==> src/rtl/irq_elig_pkg.sv <==
package irq_elig_pkg;

  typedef enum logic [1:0] {
    GC_G0  = 2'd0,
    GC_S1  = 2'd1,
    GC_NS1 = 2'd2
  } grp_class_e;

  // Class of one interrupt from its group bit, modifier bit and security-disable
  function automatic grp_class_e classify(input logic grp, input logic mdf, input logic sdis);
    logic eff_mod;
    eff_mod = mdf & ~sdis;
    if (grp)          return GC_NS1;
    else if (eff_mod) return GC_S1;
    else              return GC_G0;
  endfunction

  // Whether a class is allowed through by the three global enables
  function automatic logic class_open(input grp_class_e c, input logic e0,
                                      input logic e1s, input logic e1ns);
    case (c)
      GC_NS1:  return e1ns;
      GC_S1:   return e1s;
      default: return e0;
    endcase
  endfunction

endpackage

==> src/rtl/irq_pend_bank.sv <==
module irq_pend_bank #(
  parameter int N = 32
) (
  input  logic         clk,
  input  logic         rst_n,
  input  logic [N-1:0] irq_in,
  input  logic [N-1:0] edge_cfg,
  input  logic [N-1:0] sw_set,
  input  logic [N-1:0] sw_clr,
  output logic [N-1:0] latch_q,
  output logic [N-1:0] latch_nxt,
  output logic [N-1:0] edge_ev
);

  logic [N-1:0] irq_prev;
  logic [N-1:0] set_ev;

  assign edge_ev   = irq_in & ~irq_prev & edge_cfg;
  assign set_ev    = sw_set | edge_ev;
  // set dominates clear
  assign latch_nxt = set_ev | (latch_q & ~sw_clr);

  always_ff @(posedge clk or negedge rst_n) begin
    if (!rst_n) begin
      irq_prev <= '0;
      latch_q  <= '0;
    end else begin
      irq_prev <= irq_in;
      latch_q  <= latch_nxt;
    end
  end

endmodule

==> src/rtl/irq_grp_gate.sv <==
module irq_grp_gate
  import irq_elig_pkg::*;
#(
  parameter int N = 32
) (
  input  logic [N-1:0]   group,
  input  logic [N-1:0]   grpmod,
  input  logic           sec_dis,
  input  logic           en_grp0,
  input  logic           en_grp1s,
  input  logic           en_grp1ns,
  output logic [N-1:0]   grp_open,
  output logic [2*N-1:0] class_vec
);

  logic [N-1:0] eff_mod;
  logic [N-1:0] open_vec;

  // parallel gate: all bits at once
  assign eff_mod  = sec_dis ? '0 : grpmod;
  assign open_vec = ({N{en_grp1ns}} & group)
                  | ({N{en_grp1s}}  & ~group & eff_mod)
                  | ({N{en_grp0}}   & ~group & ~eff_mod);
  assign grp_open = open_vec;

  for (genvar i = 0; i < N; i++) begin : g_cls
    assign class_vec[2*i +: 2] = classify(group[i], grpmod[i], sec_dis);
  end

endmodule

==> src/rtl/irq_elig_mask.sv <==
module irq_elig_mask #(
  parameter int N = 32
) (
  input  logic           clk,
  input  logic           rst_n,
  input  logic [N-1:0]   irq_in,
  input  logic [N-1:0]   edge_cfg,
  input  logic [N-1:0]   sw_set,
  input  logic [N-1:0]   sw_clr,
  input  logic [N-1:0]   enable,
  input  logic [N-1:0]   active,
  input  logic [N-1:0]   group,
  input  logic [N-1:0]   grpmod,
  input  logic           en_grp0,
  input  logic           en_grp1s,
  input  logic           en_grp1ns,
  input  logic           sec_dis,
  output logic [N-1:0]   elig_mask,
  output logic [2*N-1:0] grp_class,
  output logic [N-1:0]   pend_latch
);

  localparam int CW = 2 * N;

  logic [N-1:0]  latch_q;
  logic [N-1:0]  latch_nxt;
  logic [N-1:0]  edge_ev;
  logic [N-1:0]  grp_open;
  logic [CW-1:0] class_vec;
  logic [N-1:0]  pend_now;
  logic [N-1:0]  elig_nxt;
  logic [N-1:0]  elig_q;
  logic [CW-1:0] class_q;

  irq_pend_bank #(.N(N)) u_pend (
    .clk       (clk),
    .rst_n     (rst_n),
    .irq_in    (irq_in),
    .edge_cfg  (edge_cfg),
    .sw_set    (sw_set),
    .sw_clr    (sw_clr),
    .latch_q   (latch_q),
    .latch_nxt (latch_nxt),
    .edge_ev   (edge_ev)
  );

  irq_grp_gate #(.N(N)) u_gate (
    .group     (group),
    .grpmod    (grpmod),
    .sec_dis   (sec_dis),
    .en_grp0   (en_grp0),
    .en_grp1s  (en_grp1s),
    .en_grp1ns (en_grp1ns),
    .grp_open  (grp_open),
    .class_vec (class_vec)
  );

  assign pend_now = latch_nxt | (~edge_cfg & irq_in);
  assign elig_nxt = pend_now & enable & ~active & grp_open;

  always_ff @(posedge clk or negedge rst_n) begin
    if (!rst_n) begin
      elig_q  <= '0;
      class_q <= '0;
    end else begin
      elig_q  <= elig_nxt;
      class_q <= class_vec;
    end
  end

  assign elig_mask  = elig_q;
  assign grp_class  = class_q;
  assign pend_latch = latch_q;

endmodule

==> config.mk <==
export PLATFORM = sky130hd
export DESIGN_NAME = irq_elig_mask
export DESIGN_NICKNAME = d
export VERILOG_FILES = /design/src/rtl/irq_elig_pkg.sv /design/src/rtl/irq_pend_bank.sv /design/src/rtl/irq_grp_gate.sv /design/src/rtl/irq_elig_mask.sv
export SDC_FILE = /design/constraint.sdc
export NUM_CORES = 1
export LEC_CHECK = 0
export ABC_AREA = 1
export BUFFER_PORTS_ARGS = -buffer_cell sky130_fd_sc_hd__buf_4
export CAP_MARGIN = 10
export CORE_MARGIN = 5
export CORE_UTILIZATION = 35
export DETAILED_ROUTE_END_ITERATION = 10
export GPL_ROUTABILITY_DRIVEN = 0
export HOLD_SLACK_MARGIN = 0.12
export SLEW_MARGIN = 20
export SYNTH_ARGS = -nofsm -noshare
export SYNTH_HDL_FRONTEND = slang
export SYNTH_HIERARCHICAL = 1
export SYNTH_SLANG_ARGS = --single-unit
==> constraint.sdc <==
create_clock -name clk -period 0.95 [get_ports clk]
set_input_delay 0.19 -clock clk [delete_from_list [all_inputs] [get_ports clk]]
set_output_delay 0.19 -clock clk [all_outputs]
set_load 0.02 [all_outputs]
* After elaboration in Yosys (flattened, before gate mapping)
Index checks and enable logic that the tools add are counted.
** Storage, ports and cells
- Word-level logic and storage cells :: 125
- Flip-flop bits (word level) :: 160
- Output and inout port bits :: 128
- Bits of input ports :: 262
** Cells by class
- Bitwise gates (word level) :: 56
- Multiplexer cells :: 65
** Operator list (count)
- $and 32x32->32 :: 12
- $not 32->32 :: 6
- $or 32x32->32 :: 5
- $mux 2 :: 32
- $and 1x1->1 :: 32
- $mux 1 :: 32
- $mux 32 :: 1
- $not 1->1 :: 1

* Logic depth before layout (Yosys ltp)
- Depth in word-level cells :: 9
- Gate-level depth with buffers :: 8
- Gate-level depth less buffers :: 6

* By module
Netlist, hierarchy kept.
** Modules (own cells, without submodules)
- irq_elig_mask :: area an instance 3042.9 um^2, times used 1, sequential area each 2402.3 um^2, cells each 224
- irq_pend_bank :: area an instance 2682.6 um^2, times used 1, sequential area each 1601.5 um^2, cells each 288
- irq_grp_gate :: area an instance 1865.5 um^2, times used 1, sequential area each 0.0 um^2, cells each 371

* Least setup slack after synthesis
Ideal clock, no wire load.
- Path kind :: input to register
- Start point :: input port sec_dis
- End point :: register elig_q[12], in the netlist elig_mask[12]
- Stages on the path :: 8
- Setup slack :: 0.037 ns
- Buffers on the path :: 2
- Arrival time :: 0.795 ns
- Data required time :: 0.832 ns
- Setup time :: 0.118 ns
- Path through :: buf_6 -> inv_8 -> buf_12 -> nand2_2 -> nand2_2 -> nand3_2 -> nand3b_1 -> nor2_1
** Between the ends
- Word-level cells in the longest chain between the ends :: 5
- Elaborated cells on any way between the ends :: 7
- Those cells by class :: 1 x mux; 6 x bitwise
** Ends and longest elaborated chain
- start, declared :: RTL line irq_elig_mask.sv:17 : input logic sec_dis,
- $mux 32 (*) :: RTL line irq_grp_gate.sv:20 : assign eff_mod = sec_dis ? '0 : grpmod;
- $and 32x32->32 or $not 32->32 (tied branches) :: RTL line irq_grp_gate.sv:22, irq_grp_gate.sv:23
- $or 32x32->32 or $and 32x32->32 (tied branches) :: RTL line irq_grp_gate.sv:22, irq_grp_gate.sv:23
- $or 32x32->32 (*) :: RTL line irq_grp_gate.sv:23 : | ({N{en_grp0}} & ~group & ~eff_mod);
- named net grp_open[12] :: RTL line irq_elig_mask.sv:28 : logic [N-1:0] grp_open;
- $and 32x32->32 (*) :: RTL line irq_elig_mask.sv:59 : assign elig_nxt = pend_now & enable & ~active & grp_open;
- named net elig_nxt[12] :: RTL line irq_elig_mask.sv:31 : logic [N-1:0] elig_nxt;
- end signal, assigned :: RTL line irq_elig_mask.sv:66 : elig_q <= elig_nxt;
- end, declared :: RTL line irq_elig_mask.sv:32 : logic [N-1:0] elig_q;
Mark *: on every way through the listed nets, which the timed path passes. The rest lies on a longest branch.

* Worst setup path in the final report
- Start point :: register u_pend.latch_q[12]
- End point :: output port pend_latch[12]
** RTL lines
- start, declared :: RTL line irq_pend_bank.sv:10 : output logic [N-1:0] latch_q,
- start signal, assigned :: RTL line irq_pend_bank.sv:29 : latch_q <= latch_nxt;
- end, declared :: RTL line irq_elig_mask.sv:20 : output logic [N-1:0] pend_latch
No word-level cell between the ends.

==> flow_summary.yaml <==
status:
  status: "finished with violations"
  violations: "setup timing"
sta:
  setup_viol: 137
  worst_slack_ns: -0.228
  fin_skew_ns: 0.0130
  relSlewSlack_pct: 69.7
  fin_crit_sh_pct: 124
  slew_viol_final: 0
  max_freq_mhz: 849
  rsz0062_at_grt: "yes"
  tightestPinTransition_ns: 0.455
  tns_ns: -22.81
  hold_viol_final: 0
  post-route-min-period_ns: 1.18
die:
  initial_core_util_pct: 35.5
  coreArea_sq_mm: 0.0210
  die_w_um: 156
  die_area_sq_mm: 0.0244
  io_pins: 390
  rows: 53
  dieHeight_um: 156
finish:
  layout-drive-gt1-share_pct: 42.8
  area_delta_synth_final_pct: 99.2
  final_nets: 1764
  final_cells: 1791
  fill_cells: 1424
power_and_ir_drop:
  p_comb_share_pct: 25.3
  p_leak_nw: 7.91
  sw_frac_of_total_pct: 28.8
  seqPwrFrac_pct: 39.9
  power.density_mw_per_mm2: 1240
  ir_worst_vdd_mv: 1.09
  finalPower_mw: 18.4
  power.internal_mw: 13.1
  p_sw_mw: 5.31
  p_clk_share_pct: 34.8
critical_path:
  cp_slowest_cell: "dfrtp_1"
  worst_setup_path_start_kind: "flop"
  cp_slowest_stage_delay_ns: 0.41
  critPathRequiredTime_ns: 0.76
  path_cells: "buf_6"
  crit_path_end_kind: "output pin"
  crit_arrival_ns: 0.99
  critPathMaxFanout: 2
  cp_top_family: "flip-flops"
  crit_type: "flop to output pin"
  crit_buf_inv: 1
logic_synthesis:
  syn_inst: 851
  postSynthAreaPerCell_sq_um: 8.78
  netlist_area_sq_mm: 0.00747
  ys_warn_count: 6
  synth_nets: 1113
clocking:
  clockBufferDepth: 2
  htree_levels: 4
  clockRootBuffer: "clkbuf_16"
  cts.sinks: 160
  cts_inserted_buffers: 17
  clk_pin_slew_ns: 0.07
  tritoncts: "built"
  clkLatencyLatePin_ns: 0.43
grt:
  groute.usage.overall_pct: 23.7
  gr-total-overflow: 0
  grt_max_degree: 36
  grt_first_pass_wirelength_mm: 45.4
  grt_pass1_vias: 8771
  antenna_found_initial: 1
place:
  dpl.hpwl_mm: 19.1
  dp_cells: 1513
  port-buffer-count: 389
route:
  ant_nets: 0
  dr.pass1.iters: 4
  post_drt_via_cell_ratio: 4.46
  drtIter0Drc: 361
  wire_per_inst_um: 17.2
  drc_errors: 0
  num_vias: 7988
  wirelength_mm: 30.8
flow_run:
  drv_cap: 0
worst_hold_path:
  min_path_type: "input port to flop"
[registers in the layout, indices dropped and copies added, names as in the netlist]
register / flops
grp_class: 64
u_pend/irq_prev: 32
u_pend/latch_q: 32
elig_mask: 32
[cell type report]
class	count	area [sq um]	area share [%]
tap	275	344	2.31
inverter	163	619	4.16
clock inverter	13	105	0.706
clock buffer	19	433	2.91
multi-input combinational	480	2880	19.4
timing repair buffer	680	6490	43.6
antenna	1	2.50	0.0168
sequential	160	4000	26.9
[per-stage QoR]
stage	utilization, %	hold WS, ns	worst slack [ns]	area, sq um
finish	70.8	0.105	-0.228	14900
CTS	68.7	0.0341	-0.222	14400
global route	70.8	0.125	-0.251	14900
global placement	51.6	0.0674	-0.145	10800
floorplan	-	-0.106	0.0375	7470
detailed placement	51.6	0.0689	-0.162	10800
[routing by layer]
layer	GRT usage, %	up-vias	wire, um
li1	-	3837	-
met1	26.4	3784	11100
met2	43.1	307	16700
met3	6.66	60	2180
met4	8.35	0	837
met5	0	-	0
[cells in the final DEF, fill, tap and decap left out]
master / count
a21oi_2: 25
dlymetal6s4s_1: 31
nand2_1: 98
clkbuf_16: 17
buf_12: 11
nand3b_1: 32
nand3_2: 76
clkinv_4: 2
clkinvlp_4: 3
dlygate4sd3_1: 223
diode_2: 1
a21oi_4: 1
nand2_4: 10
nand3_4: 3
nand3_1: 17
clkbuf_1: 2
buf_6: 143
clkinv_2: 2
buf_4: 272
inv_6: 5
inv_1: 162
dfrtp_1: 160
nor2_1: 136
a21oi_1: 6
inv_8: 2
nor2_2: 22
nand2_2: 52
nor2_4: 2
[worst paths after layout]
check                                     from                 end  slack (ns)  depth (start not counted)
max in group asynchronous                rst_n       grp_class[22]        0.26                          3
max reg2reg                 u_pend/latch_q[16]       elig_mask[16]       -0.08                          6
min                                   group[0]        grp_class[1]        0.11                          1
min in group asynchronous                rst_n       grp_class[55]        0.19                          2
min reg2reg                u_pend/irq_prev[22]  u_pend/latch_q[22]        0.54                          3
max                         u_pend/latch_q[12]      pend_latch[12]       -0.23                          1
[power by group through the flow]
| stage | sequential (mW) | combinational, mW | clock, mW |
|---|---|---|---|
| 2_1_floorplan | 7.76 | 0.982 | 0 |
| 3_3_place_gp | 7.40 | 3.25 | 0 |
| 3_5_place_dp | 7.40 | 3.29 | 0 |
| 4_1_cts | 7.33 | 4.37 | 6.58 |
| 5_1_grt | 7.38 | 4.99 | 6.84 |
| 6_report | 7.35 | 4.67 | 6.42 |
[timing repair]
action                                  CTS  global route
endpoints found under the hold margin   320             9
endpoints found under the setup margin  130           160
resized for setup                       140           141
buffers inserted                          4            16
pin swaps                                 3            64
cloned                                    0             0
hold buffers                            251             7
No activity file was read; power rests on OpenSTA's default activity.
